==> src/rtl/irq_steer_pkg.sv <==
package irq_steer_pkg;

    localparam int IDX_W  = 3;
    localparam int ADDR_W = IDX_W + 2;

    // register index = byte address bits [4:2]
    typedef enum logic [IDX_W-1:0] {
        REG_RAW   = 3'd0,
        REG_NSTAT = 3'd1,
        REG_FSTAT = 3'd2,
        REG_SEL   = 3'd3,
        REG_MASK  = 3'd4,
        REG_MSET  = 3'd5,
        REG_MCLR  = 3'd6,
        REG_EOI   = 3'd7
    } reg_idx_e;

    typedef struct packed {
        logic sel_wr;
        logic set_wr;
        logic clr_wr;
        logic eoi_wr;
    } wr_strobe_t;

endpackage

==> src/rtl/irq_bus_decode.sv <==
module irq_bus_decode
    import irq_steer_pkg::*;
(
    input  logic                bus_sel_i,
    input  logic                bus_we_i,
    input  logic [ADDR_W-1:0]   bus_addr_i,
    output wr_strobe_t          wr_o,
    output logic                rd_en_o,
    output reg_idx_e            rd_idx_o
);

    logic     aligned;
    reg_idx_e idx;

    assign aligned = (bus_addr_i[1:0] == 2'b00);
    assign idx     = reg_idx_e'(bus_addr_i[ADDR_W-1:2]);

    always_comb begin
        wr_o = '0;
        if (bus_sel_i && bus_we_i && aligned) begin
            unique case (idx)
                REG_SEL:  wr_o.sel_wr = 1'b1;
                REG_MSET: wr_o.set_wr = 1'b1;
                REG_MCLR: wr_o.clr_wr = 1'b1;
                REG_EOI:  wr_o.eoi_wr = 1'b1;
                default:  wr_o = '0;
            endcase
        end
    end

    assign rd_en_o  = bus_sel_i && !bus_we_i && aligned;
    assign rd_idx_o = idx;

endmodule

==> src/rtl/irq_src_latch.sv <==
module irq_src_latch #(
    parameter int NUM_SRC = 32
) (
    input  logic               clk,
    input  logic               rst_n,
    input  logic [NUM_SRC-1:0] src_i,
    input  logic [NUM_SRC-1:0] ack_i,
    output logic [NUM_SRC-1:0] pend_o
);

    logic [NUM_SRC-1:0] src_q;

    for (genvar g = 0; g < NUM_SRC; g++) begin : g_src
        logic rise;
        assign rise = src_i[g] && !src_q[g];

        always_ff @(posedge clk or negedge rst_n) begin
            if (!rst_n) begin
                src_q[g]  <= 1'b0;
                pend_o[g] <= 1'b0;
            end else begin
                src_q[g] <= src_i[g];
                if (rise)
                    pend_o[g] <= 1'b1;      // a new edge beats a same-cycle acknowledge
                else if (ack_i[g])
                    pend_o[g] <= 1'b0;
            end
        end
    end

endmodule

==> src/rtl/irq_ctrl_regs.sv <==
module irq_ctrl_regs
    import irq_steer_pkg::*;
#(
    parameter int NUM_SRC = 32
) (
    input  logic               clk,
    input  logic               rst_n,
    input  wr_strobe_t         wr_i,
    input  logic [NUM_SRC-1:0] wdata_i,
    output logic [NUM_SRC-1:0] mask_o,
    output logic [NUM_SRC-1:0] sel_o
);

    always_ff @(posedge clk or negedge rst_n) begin
        if (!rst_n) begin
            mask_o <= '0;
        end else if (wr_i.set_wr) begin
            mask_o <= mask_o | wdata_i;
        end else if (wr_i.clr_wr) begin
            mask_o <= mask_o & ~wdata_i;
        end
    end

    always_ff @(posedge clk or negedge rst_n) begin
        if (!rst_n)
            sel_o <= '0;
        else if (wr_i.sel_wr)
            sel_o <= wdata_i;
    end

endmodule

==> src/rtl/irq_out_stage.sv <==
module irq_out_stage
    import irq_steer_pkg::*;
#(
    parameter int NUM_SRC = 32
) (
    input  logic               clk,
    input  logic               rst_n,
    input  logic [NUM_SRC-1:0] pend_i,
    input  logic [NUM_SRC-1:0] mask_i,
    input  logic [NUM_SRC-1:0] sel_i,
    input  logic               rd_en_i,
    input  reg_idx_e           rd_idx_i,
    output logic [NUM_SRC-1:0] rdata_o,
    output logic               norm_o,
    output logic               fast_o
);

    logic [NUM_SRC-1:0] live;
    logic [NUM_SRC-1:0] norm_vec;
    logic [NUM_SRC-1:0] fast_vec;

    assign live     = pend_i & mask_i;
    assign norm_vec = live & ~sel_i;
    assign fast_vec = live & sel_i;

    always_ff @(posedge clk or negedge rst_n) begin
        if (!rst_n) begin
            norm_o <= 1'b0;
            fast_o <= 1'b0;
        end else begin
            norm_o <= |norm_vec;
            fast_o <= |fast_vec;
        end
    end

    always_comb begin
        rdata_o = '0;
        if (rd_en_i) begin
            unique case (rd_idx_i)
                REG_RAW:   rdata_o = pend_i;
                REG_NSTAT: rdata_o = norm_vec;
                REG_FSTAT: rdata_o = fast_vec;
                REG_SEL:   rdata_o = sel_i;
                REG_MASK:  rdata_o = mask_i;
                default:   rdata_o = '0;
            endcase
        end
    end

endmodule

==> src/rtl/irq_steer_ctrl.sv <==
module irq_steer_ctrl
    import irq_steer_pkg::*;
#(
    parameter int NUM_SRC = 32
) (
    input  logic               clk,
    input  logic               rst_n,
    input  logic [NUM_SRC-1:0] irq_src_i,
    input  logic               bus_sel_i,
    input  logic               bus_we_i,
    input  logic [ADDR_W-1:0]  bus_addr_i,
    input  logic [NUM_SRC-1:0] bus_wdata_i,
    output logic [NUM_SRC-1:0] bus_rdata_o,
    output logic               irq_norm_o,
    output logic               irq_fast_o
);

    wr_strobe_t         wr;
    logic               rd_en;
    reg_idx_e           rd_idx;
    logic [NUM_SRC-1:0] src_pend;
    logic [NUM_SRC-1:0] en_mask;
    logic [NUM_SRC-1:0] fast_sel;
    logic [NUM_SRC-1:0] ack_vec;

    irq_bus_decode u_dec (
        .bus_sel_i  (bus_sel_i),
        .bus_we_i   (bus_we_i),
        .bus_addr_i (bus_addr_i),
        .wr_o       (wr),
        .rd_en_o    (rd_en),
        .rd_idx_o   (rd_idx)
    );

    assign ack_vec = wr.eoi_wr ? bus_wdata_i : '0;

    irq_src_latch #(.NUM_SRC(NUM_SRC)) u_latch (
        .clk    (clk),
        .rst_n  (rst_n),
        .src_i  (irq_src_i),
        .ack_i  (ack_vec),
        .pend_o (src_pend)
    );

    irq_ctrl_regs #(.NUM_SRC(NUM_SRC)) u_regs (
        .clk     (clk),
        .rst_n   (rst_n),
        .wr_i    (wr),
        .wdata_i (bus_wdata_i),
        .mask_o  (en_mask),
        .sel_o   (fast_sel)
    );

    irq_out_stage #(.NUM_SRC(NUM_SRC)) u_out (
        .clk      (clk),
        .rst_n    (rst_n),
        .pend_i   (src_pend),
        .mask_i   (en_mask),
        .sel_i    (fast_sel),
        .rd_en_i  (rd_en),
        .rd_idx_i (rd_idx),
        .rdata_o  (bus_rdata_o),
        .norm_o   (irq_norm_o),
        .fast_o   (irq_fast_o)
    );

endmodule

==> config.mk <==
export PLATFORM = sky130hd
export DESIGN_NAME = irq_steer_ctrl
export DESIGN_NICKNAME = d
export VERILOG_FILES = /design/src/rtl/irq_steer_pkg.sv /design/src/rtl/irq_bus_decode.sv /design/src/rtl/irq_src_latch.sv /design/src/rtl/irq_ctrl_regs.sv /design/src/rtl/irq_out_stage.sv /design/src/rtl/irq_steer_ctrl.sv
export SDC_FILE = /design/constraint.sdc
export NUM_CORES = 1
export LEC_CHECK = 0
export ABC_AREA = 1
export BUFFER_PORTS_ARGS = -buffer_cell sky130_fd_sc_hd__buf_4
export CORE_ASPECT_RATIO = 0.9
export CORE_MARGIN = 2
export CORE_UTILIZATION = 35
export CTS_CLUSTER_SIZE = 8
export DETAILED_ROUTE_END_ITERATION = 8
export GPL_TIMING_DRIVEN = 0
export HOLD_SLACK_MARGIN = 0.06
export SLEW_MARGIN = 20
export SYNTH_ARGS = -nofsm -noshare
export SYNTH_HDL_FRONTEND = slang
export SYNTH_SLANG_ARGS = --single-unit
==> constraint.sdc <==
create_clock -name clk -period 1.3 [get_ports clk]
set_input_delay 0.13 -clock clk [delete_from_list [all_inputs] [get_ports clk]]
set_output_delay 0.13 -clock clk [all_outputs]
set_load 0.005 [all_outputs]
==> reports/results.ini, run 1 <==
[yosys]
synth_nets=1018
netlist_area_um2=6848
postSynthCellCount=945
synth_cell_type_count=21
syn_warnings=0
synthesis.area_per_instance_um2=7.246
ys_seq_area_frac=0.4751
yosys_register_bits=130

[die]
initial_utilization=0.3574
io_pins=107
die_height_um=136.7
floorplan.die_area_um2=20700
design.core.area_um2=19160
die_width_um=151.4
placement_rows=48

[power]
totalPowerFinal_mw=12.17
p_per_area_nw_per_um2=1179
vdd_ir_drop_max_mv=0.8839
static-leakage-power_nw=4.919

[route]
wl_um=24360
post-route-drc-count=0
routedWlPerCell_um=16.44
detail_route.iter0.violations=776
detail_route.first_pass.iterations=5
route.vias.total=7533
postRouteAntennaNets=0
avgViaCountPerCell=5.083

[global_route]
grt_antenna_before_repair=0
grt_pass1_vias=6955
first_pass_grt_wire_length_um=37300
global_route.usage.total=0.2396
grt_overflow_total=0
grt_start_max_net_pins=79

[critical_path]
worst_setup_path_end_kind=primary output
crit-reg2reg-capture=u_out.fast_o
regToRegStartpoint=u_regs.sel_o[16]
crit_arrival_ps=1520
worstRegToRegCells=8
rrSetupSlack_ps=-40
worstPathMaxFanout=4
required_time_of_the_worst_setup_path_ps=1170
path_class=flip-flop to primary output
startpoint_type=flip-flop

[timing]
maximum_clock_skew_at_final_layout_ps=8.442
fin_ws_ps=-345.3
fin_crit_period_ps=1645
layout_worst_path_cycle_share=1.266
rsz0062_at_grt=true
finalSetupViolations=33
worst_relative_slew_slack=0.6363
timing.fmax_ghz=0.6078
drv_slew=0
total_count_of_hold_check_failures_in_the_final_report=0
worst_slew_pin_slew_ps=545.6
holdWs_ps=187.8

[final_layout]
final_net_count=1292
n_antenna_cell=0
non_filler_instances=1482
p_r_area_growth_vs_syn_pct=50.78
drive_gt1_frac=0.3133

[run]
maxCapViolCount=0

[cts]
worst_skew_pair.late_latency_ps=440
tritoncts=yes
cts_root_buffer=clkbuf_16
tritoncts_num_sinks=130
clock_tree.buffer_depth=2
path_clk_slew_ps=60
cts.htree.levels=4
cts_inserted_buffers=17

[min_path]
worstHoldEndpoint=u_regs.sel_o[0]
hold-path-cell-count=5
hold_path.startpoint=bus_addr_i[0]
worstHoldPathType=input port to flip-flop

[placed_design]
place_congestion=0.8557
number_of_placed_instances_with_taps_included=1301
place_hpwl_um=15730
buffer_ports.inserted=105

[outcome]
violated_checks=setup timing
run_status=finished, violations left

-- placed cells by master, fill, tap and decap left out, types with 2 or more instances in the layout --
| cell type | netlist | final |
|---|---|---|
| buf_2 | 22 | 20 |
| inv_2 | 5 | 12 |
| clkbuf_1 | 11 | 4 |
| clkbuf_16 | 0 | 17 |
| a21oi_2 | 0 | 14 |
| nand3b_1 | 10 | 10 |
| dfrtp_2 | 0 | 25 |
| inv_4 | 0 | 3 |
| clkbuf_4 | 0 | 3 |
| buf_4 | 4 | 187 |
| nand3_1 | 102 | 77 |
| a21oi_1 | 20 | 6 |
| buf_1 | 3 | 2 |
| nor2_2 | 1 | 17 |
| inv_1 | 96 | 86 |
| nand2_4 | 0 | 3 |
| nor2_4 | 3 | 6 |
| dfrtp_1 | 130 | 105 |
| clkbuf_2 | 1 | 6 |
| nand2_1 | 259 | 247 |
| o21ai_2 | 0 | 10 |
| nand3_2 | 0 | 24 |
| bufinv_16 | 0 | 3 |
| clkinvlp_4 | 0 | 3 |
| o21ai_1 | 29 | 49 |
| buf_6 | 0 | 9 |
| o21ai_0 | 114 | 83 |
| nand2_2 | 3 | 12 |
| clkinv_2 | 0 | 3 |
| nand4_1 | 33 | 33 |
| dlygate4sd3_1 | 0 | 65 |
| nor2_1 | 97 | 78 |
| clkbuf_8 | 0 | 4 |
-- how the worst max path moves through the flow --
stage | start | end | slack [ps] | cells after the start
after floorplan | bus_addr_i[2] | bus_rdata_o[17] | 80 | 9
after CTS | u_regs.sel_o[8] | bus_rdata_o[8] | -320 | 6
final | u_regs.sel_o[30] | bus_rdata_o[30] | -350 | 5
after global routing | u_regs.sel_o[14] | bus_rdata_o[14] | -440 | 5
after global placement | bus_addr_i[2] | bus_rdata_o[27] | -610 | 8
after detailed placement | bus_addr_i[2] | bus_rdata_o[8] | -590 | 8
-- final cells by class --
class                      instances  area [um2]
fill                            1799        8833
multi-input combinational        673        3359
sequential                       130        3284
timing repair buffer             255        2120
clock buffer                      23       488.0
inverter                         101       386.6
tap                              250       312.8
buffer                            41       246.5
clock inverter                     9       127.6
-- routing by layer --
layer,GRT usage,share of wire
met3,0.04533,0.073
met2,0.3748,0.47
met1,0.3324,0.43
met4,0.08567,0.024
met5,0,0
-- kinds of logic after synthesis --
kind of cell,Yosys count,share of synthesized area
and+or+nand+nor,510,0.3216
AOI/OAI and AO/OA,163,0.1191
buffers and inverters,142,0.08423
DFF,130,0.4751
-- Yosys cell counts --
cell	count	area, um2
nor2_4	3	33.78
nor2_1	97	364.1
nand3_1	102	510.5
buf_1	3	11.26
nor3_1	1	5.000
nor3_2	1	10.01
buf_4	4	30.03
clkbuf_2	1	5.000
nand2_2	3	18.77
buf_2	22	110.1
inv_2	5	18.77
o21ai_1	29	145.1
a21oi_1	20	100.1
dfrtp_1	130	3253
nand4_1	33	206.5
nor2_2	1	6.260
inv_1	96	360.4
clkbuf_1	11	41.29
o21ai_0	114	570.6
nand3b_1	10	75.07
nand2_1	259	972.2
-- critical path, cell delays in order (launching register included) --
cell      delay [ps]
dfrtp_1          410
nand3b_1         180
nor2_1           110
nor2_1            60
a21oi_2          180
buf_4            140
-- where the power goes --
part | total, mW | leakage [nW] | internal, mW | switching, mW
clock network | 5.05 | 0.295 | 3.21 | 1.85
logic | 2.37 | 3.11 | 1.14 | 1.23
registers | 4.75 | 1.51 | 4.40 | 0.351
total | 12.2 | 4.92 | 8.75 | 3.43
-- metrics by stage --
step                instance area (um2)  setup TNS (ps)  setup WS [ps]  utilization
floorplan                          6848               0          83.25            -
global placement                   7949          -94130         -607.0       0.4149
detailed placement                 7984          -39160         -594.7       0.4167
CTS                                9806           -8817         -319.5       0.5118
global route                      10320          -11430         -435.8       0.5389
finish                            10320           -8844         -345.3       0.5389
-- timing repair --
item | in CTS | in global routing
buffers inserted | 54 | 36
hold buffers | 65 | 0
setup endpoints to repair | 39 | 53
pin swaps | 55 | 72
resized for setup | 70 | 120
hold endpoints to repair | 187 | 0
No activity file was read; power rests on OpenSTA's default activity.
==> inputs of run 2 (changes only) <==
Settings changed: ABC_AREA 1 to not set, CORE_UTILIZATION 35 to 34.
==> reports/results.ini, run 2 <==
[outcome]
run_status=finished, violations left
violated_checks=setup timing

[critical_path]
worstPathMaxFanout=10  ; +6
regToRegStartpoint=u_latch.pend_o[3]
worstRegToRegCells=5  ; -3
path_class=input port to primary output
startpoint_type=input port
timing.critical_path.slowest_stage_cell=clkbuf_1
critPathMostFrequentCell=buf_4
required_time_of_the_worst_setup_path_ps=1170  ; about the same
crit_arrival_ps=1720  ; +200 ps
rrSetupSlack_ps=-200  ; -160 ps
cpPeakStageDelay_ps=540  ; +130 ps
worst_setup_path_end_kind=primary output
crit-reg2reg-capture=u_out.norm_o
timing.critical_path.cells=buf_4 > inv_1 > clkbuf_1 > nand2_1 > a221oi_4 > buf_4

[global_route]
first_pass_grt_wire_length_um=38810  ; +4.0%
grt_pass1_vias=6949  ; -0.086%
global_route.usage.total=0.2354  ; -0.004173
grt_overflow_total=0  ; unchanged
grt_start_max_net_pins=70  ; -11%
grt_antenna_before_repair=1  ; +1

[die]
placement_rows=49  ; +2.1%
die_height_um=138.5  ; +1.3%
design.core.area_um2=19860  ; +3.7%
floorplan.die_area_um2=21240  ; +2.6%
initial_utilization=0.3439  ; -0.01352
die_width_um=153.4  ; +1.3%
io_pins=107  ; unchanged

[timing]
worst_slew_pin_slew_ps=783.1  ; +237.5 ps
rsz0062_at_grt=true
setup_total_negative_slack_ps=-13980  ; -5141 ps
maximum_clock_skew_at_final_layout_ps=10.29  ; +1.848 ps
finalSetupViolations=34  ; +3.0%
layout_worst_path_cycle_share=1.420  ; +0.1541
fin_crit_period_ps=1846  ; +200.3 ps
total_count_of_hold_check_failures_in_the_final_report=0  ; unchanged
fin_ws_ps=-545.6  ; -200.3 ps
worst_relative_slew_slack=0.4780  ; -0.1583
timing.fmax_ghz=0.5418  ; -11%
drv_slew=0  ; unchanged

[yosys]
cell_taking_the_most_area_after_synthesis=dfrtp_1
ys_seq_area_frac=0.4762  ; +0.001131
synth_nets=844  ; -17%
async_reset_ff_frac=1.000  ; unchanged
netlist_area_um2=6832  ; -0.24%
syn_warnings=0  ; unchanged
synth_enable_flop_cells=0  ; unchanged
yosys-top-cells-area=dfrtp_1 (48%), nand2_1 (9.0%), o21ai_0 (5.3%)
synth_cell_type_count=32  ; +52%
synth_most_common_cell=nand2_1
yosys_register_bits=130  ; unchanged
netlist_top_cells_count=nand2_1 (164), dfrtp_1 (130), o21ai_0 (73)
postSynthCellCount=771  ; -18%
synth_top_area_share=0.4762  ; +0.001131
synthesis.area_per_instance_um2=8.861  ; +22%
synth-main-ff-cell=dfrtp_1

[final_layout]
drive_gt1_frac=0.4015  ; +0.08820
commonest_non_fill_non_tap_cell_in_the_layout=buf_4
final_core_utilization=0.5353  ; -0.003588
final_net_count=1117  ; -14%
layout.cells.most_common_list=buf_4 (187), nand2_1 (140), dfrtp_1 (93), inv_1 (66), dlygate4sd3_1 (65)
p_r_area_growth_vs_syn_pct=55.66

[placed_design]
place_congestion=0.8689  ; +1.5%
worst_setup_slack_post_dpl_ps=-839.8  ; -245.2 ps
place_hpwl_um=15990  ; +1.6%
buffer_ports.inserted=106  ; +0.95%

[cts]
path_clk_slew_ps=60  ; about the same
clock_tree.buffer_depth=2  ; unchanged
tritoncts_num_sinks=130  ; unchanged
worst_skew_pair.late_latency_ps=430  ; about the same
cts.htree.levels=4  ; unchanged
cts_root_buffer=clkbuf_16
tritoncts=yes
cts_inserted_buffers=17  ; unchanged

[route]
avgViaCountPerCell=5.563  ; +9.4%
postRouteAntennaNets=0  ; unchanged
post-route-drc-count=0  ; unchanged
detail_route.iter0.violations=745  ; -4.0%
wl_um=25010  ; +2.7%
route.vias.total=7299  ; -3.1%
detail_route.first_pass.iterations=6  ; +1
routedWlPerCell_um=19.06  ; +16%

[min_path]
worstHoldPathType=input port to flip-flop
hold-path-cell-count=3  ; -2
hold_path.startpoint=bus_addr_i[4]
worstHoldEndpoint=u_regs.sel_o[0]

[power]
static-leakage-power_nw=4.931  ; +0.25%
vdd_ir_drop_max_mv=0.8445  ; -4.5%
p_per_area_nw_per_um2=1107  ; -6.1%

[run]
maxCapViolCount=0  ; unchanged

-- run 2: changes by cell type after synthesis, moves of 32 or more --
cell      delta
a22o_1      +32
mux2_2      +32
nand2_1     -95
nand3_1     -68
nor2_1      -96
o211ai_1    +32
o21ai_0     -41
o22ai_1     +36
-- run 2: cells by family after synthesis --
group	synth area share
compound gates	0.2566
simple gates	0.1482
flops	0.4762
buf+inv	0.06630
mux	0.05275
-- run 2: layer usage --
| layer | track usage | vias to the layer above | share of wire | wire, um |
|---|---|---|---|---|
| li1 | - | 3338 | - | - |
| met1 | 0.3342 | 3576 | 0.44 | 11120 |
| met2 | 0.3510 | 350 | 0.46 | 11410 |
| met3 | 0.05643 | 35 | 0.079 | 1964 |
| met4 | 0.08595 | 0 | 0.021 | 526 |
| met5 | 0 | - | 0 | 0 |
-- run 2: report_power, final --
group          internal [mW]  switching, mW  leakage (nW)  total [mW]
logic                  0.866          0.922          3.25        1.79
clock network           3.63           1.86         0.317        5.49
registers               4.25          0.241          1.36        4.49
total                   8.75           3.02          4.93        11.8
-- run 2: cell type report --
cell class	count	area [um2]
fillers	1779	9230
multi-input cells	529	3737
flip-flops and latches	130	3299
repair buffers	254	2135
clock buffers	21	450.4
well taps	255	319.1
inverters	67	251.5
plain buffers	45	232.7
clock inverters	10	206.4
diodes	1	2.502
-- run 2: metrics by stage --
| stage | instance area (um2) | hold WS [ps] | power [mW] | std cells |
|---|---|---|---|---|
| 6_report | 10630 | 135.5 | 11.77 | 1312 |
| 5_1_grt | 10630 | 126.9 | 12.21 | 1312 |
| 4_1_cts | 10320 | 121.3 | 11.67 | 1310 |
| 3_5_place_dp | 7981 | 105.8 | 5.825 | 1133 |
| 3_3_place_gp | 7946 | 251.1 | 5.788 | 1132 |
| 2_1_floorplan | 6832 | -165.6 | 5.174 | 771 |
-- run 2: critical path: cells and delay by family --
kind / cells / cell delay [ps]
compound gates: 1 / 360
buf+inv: 4 / 1010
simple gates: 1 / 210
-- run 2: worst max-delay path by stage --
stage / start / to / slack (ps)
finish: bus_addr_i[3] / bus_rdata_o[9] / -550
global placement: bus_we_i / bus_rdata_o[14] / -920
detailed placement: bus_we_i / bus_rdata_o[14] / -840
global route: u_latch.pend_o[21] / bus_rdata_o[21] / -650
CTS: u_latch.pend_o[9] / bus_rdata_o[9] / -570
floorplan: bus_addr_i[0] / u_regs.sel_o[10] / 40
-- run 2: repair_timing --
action,4_1_cts,5_1_grt
endpoints found under the hold margin,189,0
gates resized for setup,115,100
pin swaps,100,24
endpoints found under the setup margin,94,117
setup buffers,81,6
gates cloned,0,0
hold buffers,65,0
==> inputs of run 3 (changes only) <==
Settings changed: SETUP_SLACK_MARGIN set to 0.2.
==> reports/results.ini, run 3 (synthesis results as in run 2) <==
[final_layout]
p_r_area_growth_vs_syn_pct=58.15
non_filler_instances=1329  ; +1.3%
fillcell_total=1786  ; +0.39%
drive_gt1_frac=0.4060  ; +0.004444
total_area_of_multi_input_combinational_cells_um2=3721  ; -0.44%
final_net_count=1134  ; +1.5%
layout.cells.most_common_list=buf_4 (195), nand2_1 (138), dfrtp_1 (105), inv_1 (66), dlygate4sd3_1 (65)
final_design_area_no_fill_um2=10800  ; +1.6%
final_core_utilization=0.5439  ; +0.008567
commonest_non_fill_non_tap_cell_in_the_layout=buf_4
n_antenna_cell=0  ; -1
regArea_um2=3284  ; -0.45%

[cts]
clock_tree.buffer_depth=2  ; unchanged
path_clk_slew_ps=60  ; about the same
cts_inserted_buffers=17  ; unchanged
worst_skew_pair.late_latency_ps=430  ; about the same
cts_root_buffer=clkbuf_16
cts.htree.levels=4  ; unchanged
tritoncts_num_sinks=130  ; unchanged
tritoncts=yes

[die]
io_pins=107  ; unchanged
initial_utilization=0.3439  ; unchanged
design.core.area_um2=19860  ; unchanged
placement_rows=49  ; unchanged
die_width_um=153.4  ; unchanged
die_height_um=138.5  ; unchanged
floorplan.die_area_um2=21240  ; unchanged

[timing]
setup_total_negative_slack_ps=-14340  ; -351.8 ps
total_count_of_hold_check_failures_in_the_final_report=0  ; unchanged
worst_relative_slew_slack=0.4467  ; -0.03128
fin_ws_ps=-541.9  ; +3.665 ps
worst_slew_pin_slew_ps=830.0  ; +46.92 ps
drv_slew=0  ; unchanged
rsz0062_at_grt=true
timing.fmax_ghz=0.5429  ; +0.20%
maximum_clock_skew_at_final_layout_ps=7.653  ; -2.637 ps
layout_worst_path_cycle_share=1.417  ; -0.002819
fin_crit_period_ps=1842  ; -3.665 ps
finalSetupViolations=34  ; unchanged

[route]
post-route-drc-count=0  ; unchanged
route.vias.total=7369  ; +0.96%
avgViaCountPerCell=5.545  ; -0.33%
detail_route.first_pass.iterations=5  ; -1
wl_um=25740  ; +2.9%
postRouteAntennaNets=0  ; unchanged
routedWlPerCell_um=19.37  ; +1.6%
detail_route.iter0.violations=723  ; -3.0%

[global_route]
grt_start_max_net_pins=90  ; +29%
grt_antenna_before_repair=0  ; -1
grt_pass1_vias=6957  ; +0.12%
first_pass_grt_wire_length_um=38800  ; about the same
grt_overflow_total=0  ; unchanged
global_route.usage.total=0.2345  ; -0.0009367

[outcome]
run_status=finished, violations left
violated_checks=setup timing

[power]
totalPowerFinal_mw=11.39  ; -3.2%
static-leakage-power_nw=5.017  ; +1.8%
p_per_area_nw_per_um2=1054  ; -4.8%
vdd_ir_drop_max_mv=0.8371  ; -0.88%

[placed_design]
place_hpwl_um=15980  ; about the same
place_congestion=0.8892  ; +2.3%
placedInstanceArea_um2=8192  ; +2.6%
buffer_ports.inserted=106  ; unchanged
number_of_placed_instances_with_taps_included=1133  ; unchanged

[critical_path]
rrSetupSlack_ps=-270  ; -70 ps
path_class=flip-flop to primary output
crit_arrival_ps=1710  ; about the same
worst_setup_path_end_kind=primary output
startpoint_type=flip-flop
required_time_of_the_worst_setup_path_ps=1170  ; about the same
worstPathMaxFanout=4  ; -6

[run]
maxCapViolCount=0  ; unchanged

[min_path]
worstHoldPathType=input port to flip-flop

==> run 3: stage by stage <==
step | hold slack [ps] | setup slack, ps
finish | 139.9 | -541.9
global route | 161.1 | -617.4
CTS | 148.3 | -554.4
detailed placement | 41.10 | -674.5
global placement | 250.8 | -677.7
floorplan | -165.6 | 72.01
==> run 3: routing by layer <==
| layer | vias to the layer above | share of wire | wire length (um) | track usage |
|---|---|---|---|---|
| met1 | 3575 | 0.44 | 11410 | 0.3318 |
| met2 | 368 | 0.45 | 11490 | 0.3503 |
| met5 | - | 0 | 0 | 0 |
| met4 | 0 | 0.031 | 809 | 0.09319 |
| met3 | 60 | 0.079 | 2036 | 0.05204 |
| li1 | 3366 | - | - | - |
==> run 3: area by class of cell <==
| class | instances | area share |
|---|---|---|
| Tap cell | 255 | 0.02953 |
| Inverter | 67 | 0.02328 |
| Clock inverter | 12 | 0.01459 |
| Multi-Input combinational cell | 529 | 0.3444 |
| Buffer | 45 | 0.02779 |
| Clock buffer | 20 | 0.04134 |
| Sequential cell | 130 | 0.3040 |
| Timing Repair Buffer | 271 | 0.2151 |
==> run 3: worst max-delay path, cell delays in order (launching register included) <==
cell and delay (ps):
dfrtp_1 420, nand2_2 110, o22ai_2 180, a22oi_2 110
a211oi_2 290, buf_4 170
==> run 3: repair_timing <==
item | CTS | global route
cloned | 1 | 3
pin swaps | 95 | 25
gates resized for setup | 91 | 99
hold buffers | 65 | 0
setup endpoints to repair | 110 | 113
hold endpoints to repair | 258 | 0
setup buffers | 79 | 16
==> run 3: report_power, final <==
part / leakage, nW / internal (mW) / switching (mW)
Sequential: 1.37 / 4.25 / 0.228
Combinational: 3.36 / 0.958 / 0.943
Clock: 0.287 / 3.07 / 1.94
==> run 3: worst paths after layout <==
kind | cells after the start | startpoint | endpoint
max in group asynchronous | 3 | rst_n | asynchronous set/reset pin
min in group asynchronous | 2 | rst_n | u_latch.src_q[2]
worst max-delay path | 5 | u_latch.pend_o[10] | bus_rdata_o[10]
worst min-delay path | 4 | bus_addr_i[1] | flip-flop
worst max register to register | 6 | u_latch.pend_o[3] | u_out.norm_o
worst min register to register | 2 | u_latch.src_q[20] | u_latch.pend_o[20]
